$ cat src/rtl/mp_uart_pkg.sv
package mp_uart_pkg;
    localparam int OVS     = 16;
    localparam int FRAME_W = 11;

    typedef enum logic [1:0] {RX_IDLE, RX_START, RX_DATA} rx_state_e;
    typedef enum logic       {TX_IDLE, TX_BUSY} tx_state_e;

    function automatic logic [3:0] data_len(input logic mp, input logic len8);
        return (mp || len8) ? 4'd8 : 4'd7;
    endfunction

    function automatic logic has_extra(input logic mp, input logic par_en);
        return mp || par_en;
    endfunction

    function automatic logic par_bit(input logic [7:0] d, input logic [3:0] dl, input logic odd);
        logic p;
        p = (dl == 4'd8) ? ^d : ^d[6:0];
        return p ^ odd;
    endfunction
endpackage

$ cat src/rtl/mp_uart_baud.sv
module mp_uart_baud #(
    parameter int DIV = 4
) (
    input  logic clk,
    input  logic rst_n,
    output logic tick
);
    localparam int CW = (DIV > 1) ? $clog2(DIV) : 1;

    typedef struct packed {
        logic [CW-1:0] cnt;
        logic          tick;
    } baud_t;

    baud_t q, d;

    always_comb begin
        d = q;
        if (q.cnt == CW'(DIV - 1)) begin
            d.cnt  = '0;
            d.tick = 1'b1;
        end else begin
            d.cnt  = q.cnt + 1'b1;
            d.tick = 1'b0;
        end
    end

    always_ff @(posedge clk) begin
        if (!rst_n) q <= '0;
        else        q <= d;
    end

    assign tick = q.tick;
endmodule

$ cat src/rtl/mp_uart_tx.sv
module mp_uart_tx
    import mp_uart_pkg::*;
(
    input  logic       clk,
    input  logic       rst_n,
    input  logic       tick,
    input  logic       mp,
    input  logic       len8,
    input  logic       par_en,
    input  logic       par_odd,
    input  logic       enable,
    input  logic       wr,
    input  logic [7:0] wdata,
    input  logic       wad,
    output logic       empty,
    output logic       txd
);
    localparam int SW = $clog2(OVS);

    typedef struct packed {
        tx_state_e          st;
        logic [7:0]         hold;
        logic               hold_ad;
        logic               empty;
        logic [FRAME_W-1:0] shf;
        logic [3:0]         left;
        logic [SW-1:0]      sub;
    } tx_t;

    tx_t q, d;
    logic [FRAME_W-1:0] frame;
    logic [3:0]         dl;
    logic [3:0]         nb;
    logic               ext;

    always_comb begin
        d     = q;
        dl    = data_len(mp, len8);
        ext   = has_extra(mp, par_en);
        nb    = 4'd2 + dl + {3'b000, ext};
        frame = '1;
        frame[0] = 1'b0;
        for (int i = 0; i < 8; i++) begin
            if (i < int'(dl)) frame[1 + i] = q.hold[i];
        end
        if (ext) frame[4'd1 + dl] = mp ? q.hold_ad : par_bit(q.hold, dl, par_odd);

        if (wr && q.empty) begin
            d.hold    = wdata;
            d.hold_ad = wad;
            d.empty   = 1'b0;
        end

        case (q.st)
            TX_IDLE: begin
                if (tick && enable && !q.empty) begin
                    d.shf   = frame;
                    d.left  = nb;
                    d.sub   = '0;
                    d.empty = 1'b1;
                    d.st    = TX_BUSY;
                end
            end
            default: begin
                if (tick) begin
                    if (q.sub == SW'(OVS - 1)) begin
                        d.sub = '0;
                        if (q.left == 4'd1) begin
                            d.st  = TX_IDLE;
                            d.shf = '1;
                        end else begin
                            d.shf  = {1'b1, q.shf[FRAME_W-1:1]};
                            d.left = q.left - 1'b1;
                        end
                    end else begin
                        d.sub = q.sub + 1'b1;
                    end
                end
            end
        endcase
    end

    always_ff @(posedge clk) begin
        if (!rst_n) begin
            q       <= '0;
            q.st    <= TX_IDLE;
            q.empty <= 1'b1;
            q.shf   <= '1;
        end else begin
            q <= d;
        end
    end

    assign empty = q.empty;
    assign txd   = q.shf[0];


    empty_rise_start_chk: assert property (@(posedge clk) disable iff (!rst_n)
        $rose(q.empty) |-> (txd == 1'b0));

    full_write_ignored_chk: assert property (@(posedge clk) disable iff (!rst_n)
        (!q.empty && q.st == TX_IDLE && !(tick && enable)) |=> $stable(q.hold));

    disabled_no_start_chk: assert property (@(posedge clk) disable iff (!rst_n)
        (!enable && q.st == TX_IDLE) |=> (q.st == TX_IDLE && txd));
endmodule

$ cat src/rtl/mp_uart_rx.sv
module mp_uart_rx
    import mp_uart_pkg::*;
(
    input  logic       clk,
    input  logic       rst_n,
    input  logic       tick,
    input  logic       mp,
    input  logic       len8,
    input  logic       par_en,
    input  logic       par_odd,
    input  logic       enable,
    input  logic       rxd,
    input  logic       rd,
    output logic [7:0] rdata,
    output logic       ad,
    output logic       full,
    output logic       fe,
    output logic       pe,
    output logic       ov
);
    localparam int SW   = $clog2(OVS);
    localparam int SH_W = FRAME_W - 1;

    typedef struct packed {
        logic            s1;
        logic            s2;
        rx_state_e       st;
        logic [SW-1:0]   sub;
        logic [3:0]      cnt;
        logic [SH_W-1:0] sh;
        logic [7:0]      data;
        logic            ad;
        logic            full;
        logic            fe;
        logic            pe;
        logic            ov;
    } rx_t;

    rx_t q, d;
    logic            done;
    logic            full_eff;
    logic [3:0]      dl;
    logic [3:0]      nb;
    logic            ext;
    logic [SH_W-1:0] al;
    logic [7:0]      rx_byte;
    logic            x_bit;
    logic            stop_bit;

    always_comb begin
        d        = q;
        done     = 1'b0;
        dl       = data_len(mp, len8);
        ext      = has_extra(mp, par_en);
        nb       = dl + {3'b000, ext} + 4'd1;
        al       = '0;
        rx_byte  = '0;
        x_bit    = 1'b0;
        stop_bit = 1'b1;
        d.s1     = rxd;
        d.s2     = q.s1;
        full_eff = q.full && !rd;

        if (rd) begin
            d.full = 1'b0;
            d.fe   = 1'b0;
            d.pe   = 1'b0;
            d.ov   = 1'b0;
        end

        if (!enable) begin
            d.st = RX_IDLE;
        end else begin
            case (q.st)
                RX_IDLE: begin
                    if (tick && !q.s2) begin
                        d.st  = RX_START;
                        d.sub = '0;
                    end
                end
                RX_START: begin
                    if (tick) begin
                        if (q.sub == SW'(OVS / 2 - 1)) begin
                            d.st  = q.s2 ? RX_IDLE : RX_DATA;
                            d.sub = '0;
                            d.cnt = '0;
                        end else begin
                            d.sub = q.sub + 1'b1;
                        end
                    end
                end
                default: begin
                    if (tick) begin
                        if (q.sub == SW'(OVS - 1)) begin
                            d.sub = '0;
                            d.sh  = {q.s2, q.sh[SH_W-1:1]};
                            d.cnt = q.cnt + 1'b1;
                            if (q.cnt == nb - 4'd1) begin
                                done = 1'b1;
                                d.st = RX_IDLE;
                            end
                        end else begin
                            d.sub = q.sub + 1'b1;
                        end
                    end
                end
            endcase
        end

        if (done) begin
            al       = d.sh >> (4'd10 - nb);
            rx_byte  = (dl == 4'd8) ? al[7:0] : {1'b0, al[6:0]};
            x_bit    = al[dl];
            stop_bit = al[nb - 4'd1];
            if (full_eff) begin
                d.ov = 1'b1;
            end else begin
                d.data = rx_byte;
                d.full = 1'b1;
                d.fe   = !stop_bit;
                d.pe   = !mp && par_en && (x_bit != par_bit(rx_byte, dl, par_odd));
                d.ad   = mp ? x_bit : 1'b0;
            end
        end
    end

    always_ff @(posedge clk) begin
        if (!rst_n) begin
            q    <= '0;
            q.s1 <= 1'b1;
            q.s2 <= 1'b1;
            q.st <= RX_IDLE;
        end else begin
            q <= d;
        end
    end

    assign rdata = q.data;
    assign ad    = q.ad;
    assign full  = q.full;
    assign fe    = q.fe;
    assign pe    = q.pe;
    assign ov    = q.ov;


    disabled_no_full_chk: assert property (@(posedge clk) disable iff (!rst_n)
        !enable |=> !$rose(q.full));

    read_clears_chk: assert property (@(posedge clk) disable iff (!rst_n)
        (rd && !done) |=> (!q.full && !q.ov));

    held_data_stable_chk: assert property (@(posedge clk) disable iff (!rst_n)
        (q.full && !rd) |=> $stable(q.data));

    mp_no_parity_chk: assert property (@(posedge clk) disable iff (!rst_n)
        (mp && $rose(q.full)) |-> !q.pe);
endmodule

$ cat src/rtl/mp_uart.sv
module mp_uart #(
    parameter int DIV = 4
) (
    input  logic       clk,
    input  logic       rst_n,
    input  logic       rxd,
    output logic       txd,
    input  logic       cfg_mp,
    input  logic       cfg_len8,
    input  logic       cfg_par_en,
    input  logic       cfg_par_odd,
    input  logic       tx_enable,
    input  logic       rx_enable,
    input  logic       tx_irq_en,
    input  logic       rx_irq_en,
    input  logic       tx_wr,
    input  logic [7:0] tx_wdata,
    input  logic       tx_wad,
    output logic       tx_empty,
    input  logic       rx_rd,
    output logic [7:0] rx_rdata,
    output logic       rx_ad,
    output logic       rx_full,
    output logic       err_frame,
    output logic       err_parity,
    output logic       err_overrun,
    output logic       tx_irq,
    output logic       rx_irq
);
    logic tick;

    mp_uart_baud #(.DIV(DIV)) u_baud (
        .clk   (clk),
        .rst_n (rst_n),
        .tick  (tick)
    );

    mp_uart_tx u_tx (
        .clk     (clk),
        .rst_n   (rst_n),
        .tick    (tick),
        .mp      (cfg_mp),
        .len8    (cfg_len8),
        .par_en  (cfg_par_en),
        .par_odd (cfg_par_odd),
        .enable  (tx_enable),
        .wr      (tx_wr),
        .wdata   (tx_wdata),
        .wad     (tx_wad),
        .empty   (tx_empty),
        .txd     (txd)
    );

    mp_uart_rx u_rx (
        .clk     (clk),
        .rst_n   (rst_n),
        .tick    (tick),
        .mp      (cfg_mp),
        .len8    (cfg_len8),
        .par_en  (cfg_par_en),
        .par_odd (cfg_par_odd),
        .enable  (rx_enable),
        .rxd     (rxd),
        .rd      (rx_rd),
        .rdata   (rx_rdata),
        .ad      (rx_ad),
        .full    (rx_full),
        .fe      (err_frame),
        .pe      (err_parity),
        .ov      (err_overrun)
    );

    assign tx_irq = tx_irq_en && tx_empty;
    assign rx_irq = rx_irq_en && rx_full;


    rx_irq_follows_chk: assert property (@(posedge clk) disable iff (!rst_n)
        (rx_irq_en && $rose(rx_full)) |-> rx_irq);

    tx_irq_follows_chk: assert property (@(posedge clk) disable iff (!rst_n)
        (tx_irq_en && $fell(tx_empty)) |-> !tx_irq);
endmodule

$ cat config.mk
export PLATFORM = sky130hd
export DESIGN_NAME = mp_uart
export DESIGN_NICKNAME = d
export VERILOG_FILES = /design/src/rtl/mp_uart_pkg.sv /design/src/rtl/mp_uart_baud.sv /design/src/rtl/mp_uart_tx.sv /design/src/rtl/mp_uart_rx.sv /design/src/rtl/mp_uart.sv
export SDC_FILE = /design/constraint.sdc
export NUM_CORES = 1
export LEC_CHECK = 0
export BUFFER_PORTS_ARGS = -buffer_cell sky130_fd_sc_hd__buf_4
export CORE_MARGIN = 3
export CORE_UTILIZATION = 45
export CTS_BUF_LIST = sky130_fd_sc_hd__clkbuf_4
export DETAILED_ROUTE_END_ITERATION = 16
export PLACE_DENSITY = 0.64
export SETUP_SLACK_MARGIN = 0.15
export SLEW_MARGIN = 20
export SYNTH_ARGS = -nofsm -noshare
export SYNTH_HDL_FRONTEND = slang
export SYNTH_SLANG_ARGS = --single-unit
$ cat constraint.sdc
create_clock -name clk -period 3.45 [get_ports clk]
set_clock_uncertainty 0.2 [all_clocks]
set_input_delay 0.1725 -clock clk [delete_from_list [all_inputs] [get_ports clk]]
set_output_delay 0.1725 -clock clk [all_outputs]
set_load 0.03 [all_outputs]
==> impl_metrics.csv <==
group,metric,value,unit
outcome,outcome,"complete, no violations",
timing,slew_violations,0,
timing,hold_viol_final,0,
timing,fmaxAchievable,310,MHz
timing,period_share,93.5,%
timing,slew_headroom,46.7,%
finish,nNetsFinal,528,
setup_path,timing_worst_setup_path_type,"input port to flip-flop",
grt,track_usage,20.4,%
synth,yosys.cell_types.count,57,
die,core,7490,um2
detailed_routing,drc_errors,0,
placement,pre_cts_slack,184,ps
cts,path_clk_slew,120,ps
placement,port_buffers,38,
die,die-height,95.3,um
pwr,switchingPower,0.440,mW
synth,synth_xor_area_share,6.87,%
cts,cts_sinks,68,
timing,grt_setup_unrepaired,"no",
synth,ys_seq_elements,68,
synth,synth_fa_ha_area_share,3.49,%
finish,design_area,4360,um2
pwr,pwr-share-comb,15.9,%
pwr,power.total,1.51,mW
cts,clock_latency,440,ps
synth,synthArstFlopShare,0,%
synth,avgSynthCellArea,8.21,um2
die,die_x,95.3,um
placement,hpwl,6110,um
grt,first_global_vias,3092,
detailed_routing,first_pass_iters,5,
timing,layout_setup_ws,223,ps
pwr,power.density,345,nW/um2
detailed_routing,ant_nets,0,
hold_path,hold_class,"input port to flip-flop",
pwr,peakVddDrop,0.000283,V
setup_path,required,3630,ps
detailed_routing,vias,3351,
finish,drive_above_1_share,17.4,%
synth,synth_top_area_share,37.9,%
synth,syn_inst,437,
synth,synth_top_family_by_area,"simple AND/OR/NAND/NOR gates",
synth,yosysWarningCount,0,
finish,stdcell_count,600,
setup_path,worstRegToRegCells,10,
synth,synth-edff-count,0,
pwr,power_frac_seq,53.9,%
pwr,cellLeakagePower,1.60,nW
hold_path,whs_path_depth,4,
synth,synthTopCellsByArea,"dfxtp_1 (38%), a21oi_1 (5.9%), nand2_1 (5.4%), nor2_1 (4.6%), xnor2_1 (4.4%)",
placement,gp_congestion,0.864,
detailed_routing,routed_wl,8770,um
synth,synth-compound-area-share,19.3,%
cts,cts_buffers,9,
grt,grt_max_degree,29,
die,rows,31,
synth,synthFlopType,"dfxtp_1",
grt,grt-ovfl-total,0,
detailed_routing,wl_per_cell,14.6,um
setup_path,critPathLaunchType,"input port",
setup_path,arrival,3410,ps
die,io_pins,39,
synth,syn_area,3590,um2
grt,grt_pass1_wl,14300,um
pwr,pwr-share-clk,30.2,%
placement,dpl-instance-area,3950,um2
finish,diodes,0,
synth,ys_seq_area_share,37.9,%
timing,finalSetupViolCount,0,
setup_path,cp_max_fo,6,
cts,cts-root-buf,"clkbuf_4",
timing,finalCriticalPeriod,3230,ps
cts,h-tree-depth,3,
detailed_routing,via_per_inst,5.59,
cts,cts_tree,"done",
detailed_routing,drtIter0Drc,104,
synth,synthMuxAreaShare,4.71,%
pwr,intPower,1.07,mW
synth,synth_nets,469,
timing,worst_pin_slew,795,ps
pwr,swShare,29.2,%
cts,cts_buffer_depth,2,
setup_path,cp-end-kind,"flip-flop",
placement,place_inst,558,
die,die_area,9080,um2
synth,yosys.area_share.simple,22.1,%
timing,fin_hold_ws,20.1,ps
die,start_util,47.9,%
job,cap_violations,0,
synth,synth_top_cell_by_area,"dfxtp_1",
cts,cts_setup_buffers,0,
grt,antenna_found_initial,0,
finish,syn2layout_area_growth,21.6,%
timing,finalSetupTns,0,ps
finish,final_util,58.3,%
[worst max-delay path, stage by stage]
cell	delay, ps
dlygate4sd3_1	540
buf_4	150
or2_2	320
ha_1	250
nand2b_1	220
or3_4	380
o32ai_2	150
a21oi_1	90
o21ai_2	100
o2bb2a_4	160
xnor3_1	380
xnor3_1	360
o22ai_1	140
[layout by cell type (no fill, tap or decap), types with 2 or more instances in the layout]
cell	Yosys	routed
dfxtp_1	68	68
and2_1	5	4
a31oi_1	4	4
a211oi_2	1	2
a21oi_1	42	42
xnor3_1	2	2
or2_2	2	2
xnor2_1	18	18
xor2_1	5	5
o32a_1	2	2
a211oi_1	5	4
o211ai_1	6	6
ha_1	10	10
dlygate4sd3_1	0	26
mux2i_1	14	13
nor2b_1	2	2
nand3b_1	2	2
nand2_1	52	52
clkinv_1	1	2
clkinvlp_4	0	4
inv_1	10	10
nand2b_1	8	8
nand4_1	4	4
nand3_1	24	24
nor3_1	10	10
o22ai_1	4	4
mux2i_2	1	2
nor2_1	44	44
o221ai_1	3	3
a22oi_1	8	8
o21ai_0	18	18
or3_1	4	3
buf_4	9	52
clkbuf_4	0	9
nor3b_1	4	4
clkinv_2	0	2
[cells in the mapped netlist (all sizes together), types with 2 or more instances]
master	instances
nor3	10
a31oi	4
buf	14
nor2	45
clkbuf	17
a211oi	6
nor3b	4
inv	10
o32ai	2
o221ai	4
o32a	2
nand2b	8
and2	6
dfxtp	68
xnor2	18
o22ai	4
a21oi	43
or3	4
nand4	5
nor2b	2
o211ai	6
mux2i	15
ha	10
nand3b	2
a22oi	8
xnor3	2
xor2	5
or2	3
nand2	52
nand3	24
o21ai	20
[layer usage]
layer / share of wire, % / vias up / GRT usage [%]
met2: 47 / 107 / 33.4
met5: 0 / - / 0
met3: 5.5 / 24 / 5.60
li1: - / 1658 / -
met4: 3.1 / 0 / 10.2
met1: 44 / 1562 / 24.5
[sequential cells by signal, summed over array words and instances (netlist names)]
register and cells:
u_tx.txd 1, u_rx.ov 1, u_rx.pe 1, u_rx.q 21
u_baud.tick 1, u_rx.full 1, u_tx.empty 1, u_tx.q 28
u_baud.q 2, u_rx.d 1, u_rx.rdata 8, u_rx.ad 1
u_rx.fe 1
[what timing repair did]
item | CTS | global route
gates resized for setup | 0 | 10
hold endpoints to repair | 26 | 0
hold buffers | 26 | 0
setup endpoints to repair | 0 | 1
[path summary, 6_finish.rpt]
kind	startpoint	slack, ps	to
setup / recovery	cfg_mp	220	u_rx.pe
hold / removal	tx_enable	20	u_tx.q[29]
setup reg to reg	u_rx.q[27]	310	u_rx.pe
hold reg to reg	u_rx.d[33]	220	u_rx.q[33]
[power groups by stage]
| stage | Combinational, mW | Sequential [mW] | Clock (mW) |
|---|---|---|---|
| floorplan | 0.151 | 0.825 | 0 |
| global placement | 0.203 | 0.828 | 0 |
| detailed placement | 0.205 | 0.829 | 0 |
| CTS | 0.228 | 0.811 | 0.469 |
| global route | 0.261 | 0.813 | 0.505 |
| finish | 0.239 | 0.811 | 0.454 |
[cells by family (layout without fill, tap and decap cells)]
logic type                 count (synthesis)  in the layout
AOI/OAI and AO/OA                        108            108
xor gates and xnor gates                  25             25
adders and majority gates                 10             10
buffers and inverters                     42            106
DFF                                       68             68
muxes                                     16             16
and+or+nand+nor                          168            168
[layout make-up]
class / count / area, um2
multi-input cells: 327 / 2060
inverters: 11 / 41.3
clock inverters: 7 / 43.8
repair buffers: 79 / 662
fillers: 719 / 3120
well taps: 99 / 124
flip-flops and latches: 68 / 1360
clock buffers: 9 / 67.6
Note: power is estimated with default switching activity, not from simulation.
